$ cat src/rtl/osf_pkg.sv
package osf_pkg;
   typedef enum logic [1:0] {
      OPK_IDLE  = 2'd0,
      OPK_PROG  = 2'd1,
      OPK_ERASE = 2'd2
   } op_kind_t;

   localparam int POLL_POS  = 7;
   localparam int TOG_POS   = 6;
   localparam int FAULT_POS = 5;
   localparam int WIN_POS   = 3;
endpackage

$ cat src/rtl/osf_op_track.sv
module osf_op_track
   import osf_pkg::*;
#(
   parameter int DATA_W = 8
) (
   input  logic              clk,
   input  logic              rst_n,
   input  logic              op_start,
   input  logic              op_erase,
   input  logic [DATA_W-1:0] prog_data,
   input  logic              op_done,
   input  logic              timeout_fault,
   input  logic              rd_strobe,
   output op_kind_t          kind,
   output logic              poll_bit,
   output logic              tog_bit,
   output logic              fault_bit
);
   logic accept;
   logic is_busy;

   assign is_busy = (kind != OPK_IDLE);
   assign accept  = op_start && !is_busy;

   always_ff @(posedge clk or negedge rst_n) begin
      if (!rst_n) begin
         kind     <= OPK_IDLE;
         poll_bit <= 1'b0;
      end else if (accept) begin
         kind     <= op_erase ? OPK_ERASE : OPK_PROG;
         poll_bit <= op_erase ? 1'b0 : ~prog_data[POLL_POS];
      end else if (op_done) begin
         kind     <= OPK_IDLE;
      end
   end

   always_ff @(posedge clk or negedge rst_n) begin
      if (!rst_n) begin
         tog_bit <= 1'b0;
      end else if (rd_strobe && is_busy) begin
         tog_bit <= ~tog_bit;
      end
   end

   always_ff @(posedge clk or negedge rst_n) begin
      if (!rst_n) begin
         fault_bit <= 1'b0;
      end else if (accept || op_done) begin
         fault_bit <= 1'b0;
      end else if (timeout_fault && is_busy) begin
         fault_bit <= 1'b1;
      end
   end

   AST_TOG_ON_READ: assert property (@(posedge clk) disable iff (!rst_n)
      (tog_bit != $past(tog_bit)) |-> $past(rd_strobe && is_busy));
   AST_FAULT_HOLDS: assert property (@(posedge clk) disable iff (!rst_n)
      (fault_bit && !op_done && !op_start) |=> fault_bit);
   AST_DONE_IDLES: assert property (@(posedge clk) disable iff (!rst_n)
      (op_done && !op_start) |=> (kind == OPK_IDLE));
endmodule

$ cat src/rtl/osf_hold_timer.sv
module osf_hold_timer #(
   parameter int HOLD_US        = 50,
   parameter bit RESTART_ON_BLK = 1'b1,
   localparam int CNT_W         = $clog2(HOLD_US + 1)
) (
   input  logic clk,
   input  logic rst_n,
   input  logic arm,
   input  logic cancel,
   input  logic us_tick,
   input  logic blk_addr_wr,
   output logic window_open
);
   logic [CNT_W-1:0] remain;
   logic             restart;

   generate
      if (RESTART_ON_BLK) begin : g_restart
         assign restart = blk_addr_wr && window_open;
      end else begin : g_fixed
         assign restart = 1'b0;
      end
   endgenerate

   always_ff @(posedge clk or negedge rst_n) begin
      if (!rst_n) begin
         remain      <= '0;
         window_open <= 1'b0;
      end else if (cancel) begin
         remain      <= '0;
         window_open <= 1'b0;
      end else if (arm || restart) begin
         remain      <= CNT_W'(HOLD_US);
         window_open <= 1'b1;
      end else if (us_tick && window_open) begin
         remain      <= remain - 1'b1;
         window_open <= (remain != CNT_W'(1));
      end
   end

   AST_CNT_RANGE: assert property (@(posedge clk) disable iff (!rst_n)
      remain <= CNT_W'(HOLD_US));
   AST_CLOSED_ZERO: assert property (@(posedge clk) disable iff (!rst_n)
      !window_open |-> (remain == '0));
   AST_NO_REOPEN: assert property (@(posedge clk) disable iff (!rst_n)
      (!window_open && !arm) |=> !window_open);
endmodule

$ cat src/rtl/osf_read_mux.sv
module osf_read_mux
   import osf_pkg::*;
#(
   parameter int DATA_W = 8
) (
   input  op_kind_t          kind,
   input  logic              poll_bit,
   input  logic              tog_bit,
   input  logic              fault_bit,
   input  logic              window_open,
   input  logic [DATA_W-1:0] array_data,
   output logic [DATA_W-1:0] rd_data
);
   always_comb begin
      if (kind == OPK_IDLE) begin
         rd_data = array_data;
      end else begin
         rd_data            = '0;
         rd_data[POLL_POS]  = poll_bit;
         rd_data[TOG_POS]   = tog_bit;
         rd_data[FAULT_POS] = fault_bit;
         rd_data[WIN_POS]   = (kind == OPK_ERASE) && !window_open;
      end
   end
endmodule

$ cat src/rtl/osf_status_gen.sv
module osf_status_gen
   import osf_pkg::*;
#(
   parameter int DATA_W         = 8,
   parameter int HOLD_US        = 50,
   parameter bit RESTART_ON_BLK = 1'b1
) (
   input  logic              clk,
   input  logic              rst_n,
   input  logic              op_start,
   input  logic              op_erase,
   input  logic [DATA_W-1:0] prog_data,
   input  logic              op_done,
   input  logic              timeout_fault,
   input  logic              us_tick,
   input  logic              blk_addr_wr,
   input  logic              rd_strobe,
   input  logic [DATA_W-1:0] array_data,
   output logic [DATA_W-1:0] rd_data,
   output logic              busy,
   output logic              erase_hold
);
   generate
      if (DATA_W < 8) begin : g_bad_width
         $error("osf_status_gen: DATA_W must be at least 8");
      end
      if (HOLD_US < 1) begin : g_bad_hold
         $error("osf_status_gen: HOLD_US must be at least 1");
      end
   endgenerate

   op_kind_t kind;
   logic     poll_bit;
   logic     tog_bit;
   logic     fault_bit;
   logic     window_open;

   osf_op_track #(.DATA_W(DATA_W)) i_track (
      .clk(clk), .rst_n(rst_n), .op_start(op_start), .op_erase(op_erase),
      .prog_data(prog_data), .op_done(op_done), .timeout_fault(timeout_fault),
      .rd_strobe(rd_strobe), .kind(kind), .poll_bit(poll_bit),
      .tog_bit(tog_bit), .fault_bit(fault_bit)
   );

   osf_hold_timer #(.HOLD_US(HOLD_US), .RESTART_ON_BLK(RESTART_ON_BLK)) i_hold (
      .clk(clk), .rst_n(rst_n),
      .arm(op_start && op_erase && (kind == OPK_IDLE)),
      .cancel(op_done), .us_tick(us_tick), .blk_addr_wr(blk_addr_wr),
      .window_open(window_open)
   );

   osf_read_mux #(.DATA_W(DATA_W)) i_mux (
      .kind(kind), .poll_bit(poll_bit), .tog_bit(tog_bit),
      .fault_bit(fault_bit), .window_open(window_open),
      .array_data(array_data), .rd_data(rd_data)
   );

   assign busy       = (kind != OPK_IDLE);
   assign erase_hold = window_open;

   AST_HOLD_ONLY_ERASE: assert property (@(posedge clk) disable iff (!rst_n)
      erase_hold |-> (kind == OPK_ERASE));
   AST_IDLE_PASSES: assert property (@(posedge clk) disable iff (!rst_n)
      !busy |-> (rd_data == array_data));
   AST_ERASE_POLL_LOW: assert property (@(posedge clk) disable iff (!rst_n)
      (kind == OPK_ERASE) |-> !rd_data[POLL_POS]);
   AST_SPARE_ZERO: assert property (@(posedge clk) disable iff (!rst_n)
      busy |-> (rd_data[4] == 1'b0 && rd_data[2:0] == 3'b000));
endmodule

$ cat config.mk
export PLATFORM = sky130hd
export DESIGN_NAME = osf_status_gen
export DESIGN_NICKNAME = d
export VERILOG_FILES = /design/src/rtl/osf_pkg.sv /design/src/rtl/osf_op_track.sv /design/src/rtl/osf_hold_timer.sv /design/src/rtl/osf_read_mux.sv /design/src/rtl/osf_status_gen.sv
export SDC_FILE = /design/constraint.sdc
export NUM_CORES = 1
export LEC_CHECK = 0
export ABC_AREA = 1
export BUFFER_PORTS_ARGS = -buffer_cell sky130_fd_sc_hd__buf_2
export CAP_MARGIN = 20
export CORE_UTILIZATION = 48
export DETAILED_ROUTE_END_ITERATION = 16
export PLACE_DENSITY = 0.82
export SLEW_MARGIN = 20
export SYNTH_ARGS = -nofsm -noshare
export SYNTH_HDL_FRONTEND = slang
export SYNTH_SLANG_ARGS = --single-unit
$ cat constraint.sdc
create_clock -name clk -period 3 [get_ports clk]
set_input_delay 0.15 -clock clk [delete_from_list [all_inputs] [get_ports clk]]
set_output_delay 0.15 -clock clk [all_outputs]
set_load 0.02 [all_outputs]
Word level (Yosys, flattened, before mapping). Index checks and enable logic that the tools add are counted.

Flip-flop bits (word level): 12. Logic and storage cells: 41. Bits of input ports: 25. Output and inout bits: 10.

Equal/unequal tests: 2. Bitwise logic cells: 2. Add/subtract/negate cells: 1. Multiplexer cells: 13. Reduce and logical (&&, ||, !) cells: 17.

Operator list (number): 6-bit two-way mux (3); 1-bit logical AND (8); 8-bit two-way mux (1); 1-bit two-way mux (6); 2-bit two-way mux (3); 6-bit by 1-bit inequality test with 1-bit output (second input constant) (1); 2-bit nonzero test (3); 6-bit by 1-bit subtractor with 6-bit output (second input constant) (1); 3-bit nonzero test (1); 2-bit == test (second input constant) (1); 1-bit logical NOT (2); 2-bit logical NOT (1); 1-bit logical OR (2); 1-bit inverter (2).

Logic depth before layout (Yosys ltp).
Word-level depth: 5. Depth in mapped cells: 8. Gate-level depth less buffers: 8.

Modules after synthesis. A second synthesis with hierarchy kept.

Cells, all modules: 113. Area, all modules: 802.0 µm².

By module, submodules not included: osf_hold_timer (times used 1, area an instance 444.2 µm², sequential area each 175.2 µm², cells each 57); osf_op_track (times used 1, area an instance 237.7 µm², sequential area each 125.1 µm², cells each 27); osf_read_mux (times used 1, area an instance 96.3 µm², sequential area each 0.0 µm², cells each 24); osf_status_gen (times used 1, area an instance 23.8 µm², sequential area each 0.0 µm², cells each 5).

Least setup slack after synthesis. Ideal clock, no wire load.

Path type: reg-to-output. Start point: reg i_hold.window_open. End point: out rd_data[3]. Data required time: 2850 ps. Path slack: 1754 ps. Data arrival time: 1096 ps. Stages on the path, launching flop included: 2. Path buffers: 0. Cells stage by stage: dfrtp_1 -> o31ai_1.

Longest elaborated chain between the ends: 3.

RTL lines: start, declared (line osf_hold_timer.sv:12) `output logic window_open`; start signal, assigned (line osf_hold_timer.sv:37) `window_open <= (remain != CNT_W'(1));`; 1-bit logical NOT (line osf_read_mux.sv:22) `rd_data[WIN_POS] = (kind == OPK_ERASE) && !window_open;`; 1-bit logical AND (line osf_read_mux.sv:22); 8-bit two-way mux (line osf_read_mux.sv:15) `if (kind == OPK_IDLE) begin`; end, declared (line osf_status_gen.sv:19) `output logic [DATA_W-1:0] rd_data,`.

No other way between the ends.

Worst setup path after layout.
Start point: reg i_track.kind[1]. End point: out rd_data[1].

Longest elaborated chain between the ends: 2.

RTL lines: start, declared (line osf_op_track.sv:14) `output op_kind_t kind,`; start signal, assigned (line osf_op_track.sv:30) `kind <= op_erase ? OPK_ERASE : OPK_PROG;`; 2-bit logical NOT (line osf_read_mux.sv:15); 8-bit two-way mux (line osf_read_mux.sv:15).

No other way between the ends.

==> flow_summary_export.csv <==
group,metric,value,unit
power,p_per_area,606,nW/µm²
detailed_routing,wl_met1,711,µm
setup_path,critPathCaptureType,"primary output",
synth,synth_xor_area_frac,0.0234,
setup_path,cp_top_family,"flip-flops",
synth,synth.area.top_cells,"dfrtp_1 (40%), nand2_1 (17%), inv_1 (7.0%), nor2_1 (6.0%), ha_1 (3.3%)",
synth,ys_warn_count,0,
timing,max_slew_margin,0.822,
synth,synthMostInstantiatedCell,"nand2_1",
global_route,grt_max_degree,13,
synth,synth_ff_type,"dfrtp_1",
power,ir_drop,409,µV
setup_path,arrival,1.35,ns
synth,synthesis.area,748,µm²
final_layout,nNetsFinal,162,
final_layout,areaGrowthSynthToFinish,26.8,%
synth,synth_nets,129,
min_path,hp-class,"in -> reg",
flow_run,maxCapViolations,0,
placement,io_buffers,27,
final_layout,diodes,0,
synth,synth.largest_area_cell,"dfrtp_1",
timing,fin_crit_sh,0.498,
cts,h-tree-depth,1,
setup_path,path_cells,"nor2_4 > inv_2 > nor2_1 > buf_2",
cts,cts-buffers-inserted,3,
timing,hold_viol,0,
setup_path,crit_cells,4,
synth,ys_seq_elements,12,
global_route,grt_pass1_vias,681,
cts,ctsHoldBuffers,1,
status,outcome,"complete, no violations",
floorplanning,io_pins,35,
timing,tns,0,ns
placement,postPlaceCellArea,902,µm²
final_layout,drive_above_1_share,0.291,
final_layout,final_area,948,µm²
synth,yosys.area.top_type_share,0.401,
detailed_routing,avgViaCountPerCell,5.11,
synth,synth_top_family_by_area,"simple AND/OR/NAND/NOR gates",
detailed_routing,route.met3.wl,102,µm
synth,synth-compound-area-share,0.105,
cts,cts_resized,0,
setup_path,path_buf_inv,2,
detailed_routing,drtIter0Drc,33,
timing,worstMarginPinSlew,0.267,ns
cts,clockRootBuffer,"clkbuf_4",
detailed_routing,drc_errors,0,
cts,clk_latency,0.27,ns
synth,synth_mux_area_frac,0,
synth,syn-instance-count,102,
detailed_routing,vias,761,
floorplanning,dieArea,1720,µm²
synth,async_flop_share,1.00,
floorplanning,start_util,0.541,
synth,ys_seq_area_frac,0.401,
setup_path,cp_slowest_cell,"dfrtp_1",
timing,setup_viol,0,
global_route,track_usage,0.208,
timing,rsz0062_at_grt,"false",
setup_path,ff2ff_path_depth,5,
synth,synth_adder_area_share,0.0334,
detailed_routing,drtPass1Iterations,4,
setup_path,crit_type,"reg -> out",
setup_path,cp-start-kind,"flip-flop",
cts,cts_tree,"done",
min_path,hold_depth,2,
timing,fmax,669,MHz
placement,gp_congestion,0.871,
synth,ys_top_cells_by_count,"nand2_1 (33), inv_1 (14), dfrtp_1 (12), nor2_1 (12)",
timing,finClkSkew,0.000673,ns
floorplanning,dieHeight,41.5,µm
floorplanning,dieWidth,41.5,µm
synth,synth_simple_gate_area_frac,0.355,
cts,cts_sinks,12,
detailed_routing,maxUsedRoutingLayer,"met4",
cts,cts.clk_slew.worst_paths,0.07,ns
cts,clk_path_buf_depth,2,
global_route,grt_remaining_overflow,0,
detailed_routing,ant_nets,0,
synth,synth_edf_count,0,
timing,fin_crit,1.50,ns
cts,cts_setup_buffers,0,
setup_path,worstPathRequired,2.85,ns
synth,syn_area_per_cell,7.34,µm²
setup_path,crit_path_max_incr_delay,0.41,ns
detailed_routing,finalWirelength,1550,µm
synth,netlist-cell-type-count,23,
setup_path,cp_max_fo,9,
global_route,antenna_found_initial,0,
floorplanning,core_area,1380,µm²
detailed_routing,wl_met2,718,µm
placement,dp_hpwl,1190,µm
global_route,grt_pass1_wl,2770,µm
power,p_leak,0.554,nW
power,p_total,0.000575,W
timing,final_max_slew_viol_count,0,
floorplanning,rows,13,
detailed_routing,wire_per_inst,10.4,µm
## layout by cell type (no fill, tap or decap), drive strengths merged
master / n
nand3b: 1
o21ai: 6
a21oi: 2
ha: 2
clkinv: 1
dlygate4sd3: 1
a22oi: 1
nor2: 13
clkbuf: 4
nand3: 6
nor3: 1
nand2: 35
xor2: 2
inv: 15
buf: 27
a21boi: 1
nand4: 2
o31ai: 2
dfrtp: 12
## path summary, 6_finish.rpt
kind | from | to | slack (ns)
min | prog_data[7] | i_track.poll_bit | 0.05
min reg2reg | i_track.poll_bit | i_track.poll_bit | 0.50
max reg2reg | i_hold.window_open | i_hold.remain[5] | 1.76
max | i_track.kind[1] | rd_data[1] | 1.50
max in group asynchronous | rst_n | i_hold.window_open | 2.52
min in group asynchronous | rst_n | i_track.kind[0] | 0.26
## final cells by class
cell class	instances	area, µm²
sequential	12	300
fill	113	434
clock buffer	4	36.3
tap	15	18.8
inverter	16	61.3
timing repair buffer	28	145
multi-input combinational	74	387
## flip-flops by register name, indices dropped and copies added (netlist names)
signal	count
i_track.kind	2
i_hold.window_open	1
i_track.tog_bit	1
i_track.poll_bit	1
i_hold.remain	6
i_track.fault_bit	1
## per-stage QoR
step / setup slack, ns / hold WS (ns) / instances / util
after floorplan: 1.75 / -0.146 / 102 / -
after global placement: 1.83 / 0.0403 / 144 / 0.652
after detailed placement: 1.79 / 0.0449 / 144 / 0.652
after CTS: 1.47 / 0.0451 / 149 / 0.686
after global routing: 1.35 / 0.0533 / 149 / 0.686
final: 1.50 / 0.0510 / 149 / 0.686
## where the power goes
group | switching, W | internal (W) | leakage, nW
sequential | 0.0000272 | 0.000194 | 0.154
clock | 0.0000542 | 0.0000738 | 0.0210
combinational | 0.000143 | 0.0000834 | 0.379
## cells by family after synthesis
family	Yosys count
DFF	12
xor gates and xnor gates	2
buffers and inverters	16
AOI/OAI and AO/OA	12
adders and majority gates	2
and+or+nand+nor	58
## routing by layer
metal / up-vias / global-route usage
li1: 390 / -
met1: 332 / 0.268
met2: 36 / 0.341
met3: 3 / 0.0304
met4: 0 / 0.0968
met5: - / 0
No activity file was read; power rests on OpenSTA's default activity.
